**config.mk**
```make
export PLATFORM = sky130hd
export DESIGN_NAME = priv_ctl_regfile
export DESIGN_NICKNAME = d
export VERILOG_FILES = /design/src/rtl/pcr_pkg.sv /design/src/rtl/pcr_decode.sv /design/src/rtl/pcr_trap_stack.sv /design/src/rtl/pcr_scratch.sv /design/src/rtl/priv_ctl_regfile.sv
export SDC_FILE = /design/constraint.sdc
export NUM_CORES = 2
export LEC_CHECK = 0
export CAP_MARGIN = 20
export CORE_MARGIN = 8
export CORE_UTILIZATION = 58
export DETAILED_ROUTE_END_ITERATION = 6
export PLACE_DENSITY_LB_ADDON = 0.12
export SLEW_MARGIN = 25
export SYNTH_ARGS = -nofsm -noshare
export SYNTH_HDL_FRONTEND = slang
export SYNTH_SLANG_ARGS = --single-unit
```
**constraint.sdc**
```tcl
create_clock -name clk -period 99.3 [get_ports clk]
set_clock_uncertainty 0.2 [all_clocks]
set_input_delay 9.93 -clock clk [delete_from_list [all_inputs] [get_ports clk]]
set_output_delay 9.93 -clock clk [all_outputs]
set_load 0.03 [all_outputs]
```
**src/rtl/pcr_pkg.sv**
```systemverilog
`timescale 1ns/1ps
package pcr_pkg;
  localparam int XLEN   = 64;
  localparam int NUM_W  = 6;
  localparam int CTX_W  = 16;
  localparam int IRQ_W  = 4;
  localparam int NUM_TF = 5;

  typedef enum logic [4:0] {
    RID_PSTAT, RID_HSTAT, RID_TLVL, RID_IRQLVL, RID_TBASE, RID_HTBASE,
    RID_TPC, RID_TNPC, RID_TSTAT, RID_TTYPE, RID_HTSTAT,
    RID_FPST, RID_STRAND, RID_CTXP, RID_CTXS, RID_PART, RID_LSU,
    RID_TLBW, RID_SCR, RID_NONE
  } reg_id_e;

  typedef enum logic [2:0] {
    TF_PC, TF_NPC, TF_STATE, TF_TYPE, TF_HSTATE
  } trap_fld_e;

  localparam logic [XLEN-1:0] PSTAT_KEEP = 64'h0000_0000_0000_13DE;
  localparam logic [XLEN-1:0] TBASE_KEEP = ~64'h0000_0000_0000_7FFF;
  localparam logic [XLEN-1:0] HSTAT_RST  = 64'h0000_0000_0000_0800;
  localparam logic [XLEN-1:0] STRAND_RST = 64'h0000_0000_0005_0000;
  localparam logic [XLEN-1:0] FP_FORCE   = 64'h0000_0000_0000_0003;

  localparam int HS_TLZ   = 0;
  localparam int HS_HPRIV = 2;
  localparam int HS_RED   = 5;

  // Packed word handed to the translation unit.
  function automatic logic [XLEN-1:0] pack_tlb(
    input logic [XLEN-1:0]  hs,
    input logic [XLEN-1:0]  ps,
    input logic [XLEN-1:0]  lsu,
    input logic [XLEN-1:0]  part,
    input logic [2:0]       tl,
    input logic [CTX_W-1:0] cp,
    input logic [CTX_W-1:0] cs
  );
    return {cs, cp, 13'b0, tl, part[7:0], 2'b0, lsu[3:2], ps[3:2],
            hs[HS_RED], hs[HS_HPRIV]};
  endfunction
endpackage

```
**src/rtl/pcr_decode.sv**
```systemverilog
`timescale 1ns/1ps
module pcr_decode
  import pcr_pkg::*;
#(
  parameter int NUM_SCR  = 8,
  parameter int SCR_BASE = 24,
  parameter int SCR_IW   = $clog2(NUM_SCR)
) (
  input  logic [NUM_W-1:0]  num_i,
  output reg_id_e           id_o,
  output trap_fld_e         fld_o,
  output logic              is_trap_o,
  output logic              is_ro_o,
  output logic [SCR_IW-1:0] scr_idx_o
);
  logic [NUM_W-1:0] scr_off;

  always_comb begin
    scr_off   = num_i - NUM_W'(SCR_BASE);
    scr_idx_o = scr_off[SCR_IW-1:0];
    fld_o     = TF_PC;
    if (int'(num_i) >= SCR_BASE && int'(num_i) < SCR_BASE + NUM_SCR) begin
      id_o = RID_SCR;
    end else begin
      case (num_i)
        6'd0:    id_o = RID_PSTAT;
        6'd1:    id_o = RID_HSTAT;
        6'd2:    id_o = RID_TLVL;
        6'd3:    id_o = RID_IRQLVL;
        6'd4:    id_o = RID_TBASE;
        6'd5:    id_o = RID_HTBASE;
        6'd6:    id_o = RID_TPC;
        6'd7:    id_o = RID_TNPC;
        6'd8:    id_o = RID_TSTAT;
        6'd9:    id_o = RID_TTYPE;
        6'd10:   id_o = RID_HTSTAT;
        6'd11:   id_o = RID_FPST;
        6'd12:   id_o = RID_STRAND;
        6'd13:   id_o = RID_CTXP;
        6'd14:   id_o = RID_CTXS;
        6'd15:   id_o = RID_PART;
        6'd16:   id_o = RID_LSU;
        6'd17:   id_o = RID_TLBW;
        default: id_o = RID_NONE;
      endcase
    end
    case (id_o)
      RID_TNPC:   fld_o = TF_NPC;
      RID_TSTAT:  fld_o = TF_STATE;
      RID_TTYPE:  fld_o = TF_TYPE;
      RID_HTSTAT: fld_o = TF_HSTATE;
      default:    fld_o = TF_PC;
    endcase
    is_trap_o = (id_o == RID_TPC) || (id_o == RID_TNPC) || (id_o == RID_TSTAT) ||
                (id_o == RID_TTYPE) || (id_o == RID_HTSTAT);
    is_ro_o   = (id_o == RID_TLBW);
  end
endmodule

```
**src/rtl/pcr_trap_stack.sv**
```systemverilog
`timescale 1ns/1ps
module pcr_trap_stack
  import pcr_pkg::*;
#(
  parameter int MAX_TL = 6,
  parameter int LVL_W  = 3
) (
  input  logic             clk,
  input  logic             rst_n,
  input  logic             wr_en_i,
  input  logic [LVL_W-1:0] lvl_i,
  input  trap_fld_e        fld_i,
  input  logic [XLEN-1:0]  wdata_i,
  output logic [XLEN-1:0]  rdata_o
);
  logic [NUM_TF-1:0][XLEN-1:0] lvl_view [MAX_TL];

  for (genvar g = 0; g < MAX_TL; g++) begin : gen_lvl
    logic [NUM_TF-1:0][XLEN-1:0] slot_q;
    logic [NUM_TF-1:0]           slot_en;

    always_comb begin
      for (int f = 0; f < NUM_TF; f++) begin
        slot_en[f] = wr_en_i && (lvl_i == LVL_W'(g)) && (int'(fld_i) == f);
      end
    end

    always_ff @(posedge clk or negedge rst_n) begin
      if (!rst_n) begin
        slot_q <= '0;
      end else begin
        for (int f = 0; f < NUM_TF; f++) begin
          if (slot_en[f]) slot_q[f] <= wdata_i;
        end
      end
    end

    assign lvl_view[g] = slot_q;
  end

  always_comb begin
    rdata_o = '0;
    if (int'(lvl_i) < MAX_TL && int'(fld_i) < NUM_TF) begin
      rdata_o = lvl_view[lvl_i][fld_i];
    end
  end


  lvl_range_chk: assert property (@(posedge clk) disable iff (!rst_n)
    wr_en_i |-> (int'(lvl_i) < MAX_TL));
endmodule

```
**src/rtl/pcr_scratch.sv**
```systemverilog
`timescale 1ns/1ps
module pcr_scratch
  import pcr_pkg::*;
#(
  parameter int NUM_SCR = 8,
  parameter int IDX_W   = $clog2(NUM_SCR)
) (
  input  logic             clk,
  input  logic             rst_n,
  input  logic             wr_en_i,
  input  logic [IDX_W-1:0] idx_i,
  input  logic [XLEN-1:0]  wdata_i,
  output logic [XLEN-1:0]  rdata_o
);
  logic [XLEN-1:0] scr_view [NUM_SCR];

  for (genvar s = 0; s < NUM_SCR; s++) begin : gen_scr
    logic [XLEN-1:0] val_q;
    logic            val_en;

    assign val_en = wr_en_i && (idx_i == IDX_W'(s));

    always_ff @(posedge clk or negedge rst_n) begin
      if (!rst_n)      val_q <= '0;
      else if (val_en) val_q <= wdata_i;
    end

    assign scr_view[s] = val_q;
  end

  always_comb begin
    rdata_o = '0;
    if (int'(idx_i) < NUM_SCR) rdata_o = scr_view[idx_i];
  end
endmodule

```
**src/rtl/priv_ctl_regfile.sv**
```systemverilog
`timescale 1ns/1ps
module priv_ctl_regfile
  import pcr_pkg::*;
#(
  parameter int MAX_TL   = 6,
  parameter int NUM_SCR  = 8,
  parameter int SCR_BASE = 24
) (
  input  logic             clk,
  input  logic             rst_n,
  input  logic             acc_valid_i,
  input  logic             acc_write_i,
  input  logic [5:0]       acc_num_i,
  input  logic [63:0]      acc_wdata_i,
  output logic             resp_o,
  output logic [63:0]      rd_data_o,
  output logic             acc_err_o,
  output logic             tlz_req_o
);
  localparam int TLW    = $clog2(MAX_TL + 1);
  localparam int SCR_IW = $clog2(NUM_SCR);

  // Reset: asserted asynchronously, released on the clock.
  logic [1:0] rst_sync_q;
  logic       rst_int_n;

  always_ff @(posedge clk or negedge rst_n) begin
    if (!rst_n) rst_sync_q <= 2'b00;
    else        rst_sync_q <= {rst_sync_q[0], 1'b1};
  end
  assign rst_int_n = rst_sync_q[1];

  // Decode
  reg_id_e           rid;
  trap_fld_e         tfld;
  logic              is_trap, is_ro;
  logic [SCR_IW-1:0] scr_idx;

  pcr_decode #(.NUM_SCR(NUM_SCR), .SCR_BASE(SCR_BASE), .SCR_IW(SCR_IW)) u_dec (
    .num_i     (acc_num_i),
    .id_o      (rid),
    .fld_o     (tfld),
    .is_trap_o (is_trap),
    .is_ro_o   (is_ro),
    .scr_idx_o (scr_idx)
  );

  // State
  logic [XLEN-1:0]  pstat_q, hstat_q, tbase_q, htbase_q, fp_q, strand_q, part_q, lsu_q;
  logic [TLW-1:0]   tl_q;
  logic [IRQ_W-1:0] pil_q;
  logic [CTX_W-1:0] ctxp_q, ctxs_q;
  logic             tlz_q, resp_q, err_q;
  logic [XLEN-1:0]  rdat_q;

  // Next-state
  logic             err_c, wr_ok;
  logic             we_pstat, we_hstat, we_tl, we_pil, we_tbase, we_htbase;
  logic             we_fp, we_strand, we_ctxp, we_ctxs, we_part, we_lsu;
  logic             we_trap, we_scr;
  logic [XLEN-1:0]  pstat_d, tbase_d;
  logic [TLW-1:0]   tl_d, trap_lvl;
  logic             tlz_d;
  logic [XLEN-1:0]  trap_rd, scr_rd, rd_mux, rdat_d;

  always_comb begin
    err_c = acc_valid_i &&
            ((rid == RID_NONE) || (acc_write_i && is_ro) ||
             (is_trap && (tl_q == '0)));
    wr_ok = acc_valid_i && acc_write_i && !err_c;

    we_pstat  = wr_ok && (rid == RID_PSTAT);
    we_hstat  = wr_ok && (rid == RID_HSTAT);
    we_tl     = wr_ok && (rid == RID_TLVL);
    we_pil    = wr_ok && (rid == RID_IRQLVL);
    we_tbase  = wr_ok && (rid == RID_TBASE);
    we_htbase = wr_ok && (rid == RID_HTBASE);
    we_fp     = wr_ok && (rid == RID_FPST);
    we_strand = wr_ok && (rid == RID_STRAND);
    we_ctxp   = wr_ok && (rid == RID_CTXP);
    we_ctxs   = wr_ok && (rid == RID_CTXS);
    we_part   = wr_ok && (rid == RID_PART);
    we_lsu    = wr_ok && (rid == RID_LSU);
    we_trap   = wr_ok && is_trap;
    we_scr    = wr_ok && (rid == RID_SCR);

    pstat_d = acc_wdata_i & PSTAT_KEEP;
    tbase_d = acc_wdata_i & TBASE_KEEP;
    tl_d    = (acc_wdata_i > XLEN'(MAX_TL)) ? TLW'(MAX_TL) : acc_wdata_i[TLW-1:0];
    tlz_d   = hstat_q[HS_TLZ] && (tl_d == '0) && !hstat_q[HS_HPRIV];

    trap_lvl = tl_q - TLW'(1);
  end

  pcr_trap_stack #(.MAX_TL(MAX_TL), .LVL_W(TLW)) u_trap (
    .clk     (clk),
    .rst_n   (rst_int_n),
    .wr_en_i (we_trap),
    .lvl_i   (trap_lvl),
    .fld_i   (tfld),
    .wdata_i (acc_wdata_i),
    .rdata_o (trap_rd)
  );

  pcr_scratch #(.NUM_SCR(NUM_SCR), .IDX_W(SCR_IW)) u_scr (
    .clk     (clk),
    .rst_n   (rst_int_n),
    .wr_en_i (we_scr),
    .idx_i   (scr_idx),
    .wdata_i (acc_wdata_i),
    .rdata_o (scr_rd)
  );

  // Read selection
  always_comb begin
    case (rid)
      RID_PSTAT:  rd_mux = pstat_q;
      RID_HSTAT:  rd_mux = hstat_q;
      RID_TLVL:   rd_mux = XLEN'(tl_q);
      RID_IRQLVL: rd_mux = XLEN'(pil_q);
      RID_TBASE:  rd_mux = tbase_q;
      RID_HTBASE: rd_mux = htbase_q;
      RID_TPC, RID_TNPC, RID_TSTAT, RID_TTYPE, RID_HTSTAT:
                  rd_mux = trap_rd;
      RID_FPST:   rd_mux = fp_q | FP_FORCE;
      RID_STRAND: rd_mux = strand_q;
      RID_CTXP:   rd_mux = XLEN'(ctxp_q);
      RID_CTXS:   rd_mux = XLEN'(ctxs_q);
      RID_PART:   rd_mux = part_q;
      RID_LSU:    rd_mux = lsu_q;
      RID_TLBW:   rd_mux = pack_tlb(hstat_q, pstat_q, lsu_q, part_q, 3'(tl_q),
                                    ctxp_q, ctxs_q);
      RID_SCR:    rd_mux = scr_rd;
      default:    rd_mux = '0;
    endcase
    rdat_d = (acc_valid_i && !acc_write_i && !err_c) ? rd_mux : '0;
  end

  // Registers
  always_ff @(posedge clk or negedge rst_int_n) begin
    if (!rst_int_n) begin
      pstat_q  <= '0;
      hstat_q  <= HSTAT_RST;
      tl_q     <= '0;
      pil_q    <= '0;
      tbase_q  <= '0;
      htbase_q <= '0;
      fp_q     <= '0;
      strand_q <= STRAND_RST;
      ctxp_q   <= '0;
      ctxs_q   <= '0;
      part_q   <= '0;
      lsu_q    <= '0;
      tlz_q    <= 1'b0;
      resp_q   <= 1'b0;
      err_q    <= 1'b0;
      rdat_q   <= '0;
    end else begin
      if (we_pstat)  pstat_q  <= pstat_d;
      if (we_hstat)  hstat_q  <= acc_wdata_i;
      if (we_tl)     tl_q     <= tl_d;
      if (we_tl)     tlz_q    <= tlz_d;
      if (we_pil)    pil_q    <= acc_wdata_i[IRQ_W-1:0];
      if (we_tbase)  tbase_q  <= tbase_d;
      if (we_htbase) htbase_q <= acc_wdata_i;
      if (we_fp)     fp_q     <= acc_wdata_i;
      if (we_strand) strand_q <= acc_wdata_i;
      if (we_ctxp)   ctxp_q   <= acc_wdata_i[CTX_W-1:0];
      if (we_ctxs)   ctxs_q   <= acc_wdata_i[CTX_W-1:0];
      if (we_part)   part_q   <= acc_wdata_i;
      if (we_lsu)    lsu_q    <= acc_wdata_i;
      resp_q <= acc_valid_i;
      err_q  <= err_c;
      rdat_q <= rdat_d;
    end
  end

  assign resp_o    = resp_q;
  assign rd_data_o = rdat_q;
  assign acc_err_o = err_q;
  assign tlz_req_o = tlz_q;


  pstat_mask_chk: assert property (@(posedge clk) disable iff (!rst_int_n)
    (pstat_q & ~PSTAT_KEEP) == '0);


  tbase_low_chk: assert property (@(posedge clk) disable iff (!rst_int_n)
    tbase_q[14:0] == 15'd0);


  tl_range_chk: assert property (@(posedge clk) disable iff (!rst_int_n)
    int'(tl_q) <= MAX_TL);


  tlz_raise_chk: assert property (@(posedge clk) disable iff (!rst_int_n)
    (acc_valid_i && acc_write_i && !err_c && (acc_num_i == 6'd2) &&
     (acc_wdata_i == '0) && hstat_q[HS_TLZ] && !hstat_q[HS_HPRIV]) |=> tlz_req_o);


  tlz_hold_chk: assert property (@(posedge clk) disable iff (!rst_int_n)
    !(acc_valid_i && acc_write_i && (acc_num_i == 6'd2)) |=> $stable(tlz_req_o));


  err_nochg_chk: assert property (@(posedge clk) disable iff (!rst_int_n)
    err_c |=> ($stable(tl_q) && $stable(pstat_q) && $stable(hstat_q) &&
               $stable(tbase_q) && acc_err_o && (rd_data_o == '0)));
endmodule

```
==> summary.txt <==
Die
  – FP Rows: roughly 180
  – I/O pin count: 141
  – Die Ht: 503 µm
  – Die ar.: about 250000 µm²
  – Chip Width: about 500 µm
  – Initial Utilization: 0.581
  – Core Area: 237000 µm²

Critical path
  – CP Buf/Inv Count: 3
  – Crit path DAT: roughly 15000 ps
  – CP most frequent cell: buf_4
  – Worst-path maximum fanout: 64
  – Crit. End Element: flop
  – Worst R2R Start: tl_q[0]
  – Critical Path Start Type: input port
  – WP data required: ~100000 ps
  – Reg2Reg Depth: 12
  – Largest stage delay on the critical path: ~900 ps
  – Class of the most critical setup path: input port to flop
  – Critical path origin: acc_num_i[4]
  – Critical path depth: 7
  – CP max stage cell: nor2_4
  – CP cell instances: clkdlybuf4s50_1 -> or4b_1 -> buf_4 -> nor2_4 -> buf_4 -> nand2_8 -> mux2_2
  – CP top delay family: simple AND/OR/NAND/NOR gates

Synth
  – Top_reg_cell synth: dfrtp_1
  – Sequential share of the synthesized area: 0.542
  – Top post-synthesis cells by area: dfrtp_1 54%, mux2_2 11%, mux2_1 11%
  – Yosys top cell by area: dfrtp_1
  – Ys Warns: 0
  – Post-synth ARST share: 1.00
  – Syn Area/Cell: about 15 µm²
  – Syn_nets: between 9000 and 10000
  – EDFF count, synth: 0
  – Syn Inst Count: 9242
  – Synth cell types: 96
  – #FFs+latches synth: around 3000
  – Synth top area share: 0.541
  – Post-Syn Area: approximately 140000 µm²

Placed design
  – GPL Wtd Cong: between 0.8 and 0.9
  – DPL Wire Length: 238 mm
  – PortBufs: between 100 and 150

Clocking
  – Max Buffers Root-to-Sink: 4
  – H-tree depth: 5
  – CTS tree: yes
  – Num CTS Buffers: approximately 330
  – Worst skew pair latency: 960 ps
  – Clock tree sinks: just under 3000
  – Hold_buf cts: 0
  – Clk root buf: clkbuf_16
  – Post-CTS setup buffers: 0
  – PostCTS Resize Cnt: 0
  – Reg clk slew, reported paths: ~60 ps

STA
  – Worst-Margin Slew: ~1200 ps
  – Setup TNS: 0 ps
  – Minimum clock period after layout: about 14000 ps
  – RSZ-0062 raised after global routing: false
  – Worst hold slack: 55.8 ps
  – Max-slew headroom: 0.204
  – Final-report max-slew violation count: 0
  – Final hold viol count: 0
  – Maximum clock frequency: about 70 MHz
  – Final Setup Violations: 0
  – Fin crit share: 0.144

Detailed routing
  – Antenna-violating nets left: 0
  – Initial DRC Count: 8553
  – DRT Pass-1 Iters: 7
  – WL final: 421 mm
  – Vias post-DR: between 80000 and 90000
  – Vias/cell: ~6.7
  – Drc violations: 5
  – DR WL/cell: 33.9 µm

Pwr
  – Peak supply drop: ~16 µV
  – Total power: ~2.6 mW
  – Leak: 73.5 nW
  – PD cells: about 17 nW/µm²

Run status
  – Run status: complete, but fails checks
  – Failing checks: DRC

Global route
  – Gr usage total: 0.331
  – First-pass GRT wire length: slightly above 600 mm
  – Largest net degree at the start of global routing: around 180
  – Vias in the first global route: between 80000 and 90000
  – Initial antenna violation count: 40
  – Overflow after GRT: 0

Hold path
  – Worst min-delay path category: flop to async pin

Finish
  – Share of cells above drive strength 1: 0.318
  – Nets: 9069
  – Core Util, Final: 0.636
  – Synthesis-to-finish area growth: 9.52%

Job
  – Max-Cap Viols: 0
-- power breakdown --
part	leakage, nW	switching, mW	internal [mW]
clock	5.23	0.490	0.723
sequential	41.4	0.0137	1.24
combinational	26.9	0.0983	0.0451
total	73.5	0.602	2.01
-- path summary, 6_finish.rpt --
kind	end	slack (ps)
worst max-delay path	u_trap.gen_lvl[3].slot_q[228]	85010
worst min-delay path	u_trap.gen_lvl[2].slot_q[50]	60
worst max register to register	rd_data_o[12]	93120
worst min register to register	u_trap.gen_lvl[2].slot_q[50]	60
max in group asynchronous	rst_sync_q[1]	89800
min in group clk	rst_sync_q[1]	150
-- through the flow --
stage / worst slack [ps] / cells / instance area [µm²]
after floorplan: 9890 / 9242 / 138000
after global placement: 84080 / 11800 / 140000
after detailed placement: 84320 / 11800 / 140000
after CTS: 85250 / 12400 / 150000
after global routing: 85140 / 12400 / 151000
final: 85010 / 12400 / 151000
-- cell usage in the layout (no fill, tap or decap), types with 15 or more instances in the layout --
cell and instances:
and3_1 44, o22ai_1 39, mux4_2 422, dfrtp_1 2975
a21oi_1 130, a222oi_1 26, mux2_2 1365, a221oi_1 82
clkbuf_1 86, nor3_1 67, clkbuf_16 338, nor2_1 116
clkdlybuf4s50_1 120, a2111oi_0 20, buf_6 16, clkinv_2 34
clkbuf_8 81, o211ai_1 73, nand2_1 200, a22oi_1 191
mux2_4 300, buf_4 194, nand2_8 30, nand4_1 23
mux2_1 1356, diode_2 15, nor2_4 17, mux2i_1 296
bufinv_16 16, a31oi_1 26, o21ai_0 191, nor4_1 26
nand3_1 30
-- final cells by class --
class / count / area (µm²)
diodes: 15 / 37.5
clock buffers: 504 / 9880
clock inverters: 63 / 762
fillers: 17500 / 86200
inverters: 5 / 23.8
multi-input cells: 5303 / 58000
flip-flops and latches: 2980 / 74600
well taps: 3167 / 3960
repair buffers: 371 / 3560
-- metal layers --
layer	share of wire	track usage
met5	0.00014	0
met4	0.045	0.129
met3	0.088	0.0803
met2	0.45	0.506
met1	0.42	0.463
-- cell usage after synthesis (5+ instances only) --
| cell type | n |
|---|---|
| a21oi_1 | 130 |
| a211oi_1 | 10 |
| nor2b_1 | 8 |
| mux2i_1 | 296 |
| o32ai_1 | 7 |
| o22ai_1 | 39 |
| o21ai_1 | 6 |
| o2111ai_1 | 10 |
| or4_1 | 11 |
| o21ai_0 | 191 |
| nand2_1 | 206 |
| dfrtp_1 | 2977 |
| and3_1 | 44 |
| o31ai_1 | 11 |
| nor2_2 | 7 |
| nand2b_1 | 5 |
| and2_1 | 18 |
| mux2_2 | 1365 |
| mux2_1 | 1356 |
| a22o_1 | 12 |
| ha_1 | 6 |
| mux2_4 | 300 |
| nand4_1 | 23 |
| mux4_2 | 422 |
| a31oi_1 | 26 |
| a221oi_1 | 82 |
| buf_6 | 166 |
| a222oi_1 | 26 |
| clkbuf_1 | 396 |
| a2111o_1 | 9 |
| nor2_1 | 122 |
| nand2_8 | 25 |
| a22oi_1 | 191 |
| nor4_1 | 28 |
| nand2_4 | 5 |
| buf_1 | 113 |
| buf_2 | 203 |
| nor2_4 | 8 |
| o211ai_1 | 73 |
| nor3_1 | 68 |
| o21a_1 | 12 |
| buf_4 | 76 |
| a2111oi_0 | 28 |
| nand3_1 | 30 |
-- kinds of logic after synthesis --
logic type	synth area share
multiplexers	0.346
flip-flops	0.542
buffers and inverters	0.0391
AO/OA/AOI/OAI	0.0461
AND/OR/NAND/NOR	0.0264
adder cells (fa/ha/maj)	0.000545
other	0.0000272
XOR/XNOR	0.0000636
-- registers in the layout, indices dropped and copies added (netlist names), 3 cells and up --
signal / count
ctxs_q: 16
lsu_q: 64
tbase_q: 49
tl_q: 3
htbase_q: 64
pstat_q: 9
rd_data_o: 64
u_scr.gen_scr.val_q: 512
ctxp_q: 16
fp_q: 62
strand_q: 64
u_trap.gen_lvl.slot_q: 1920
hstat_q: 64
part_q: 64
pil_q: 4
Power figures use the tool's default switching activity.
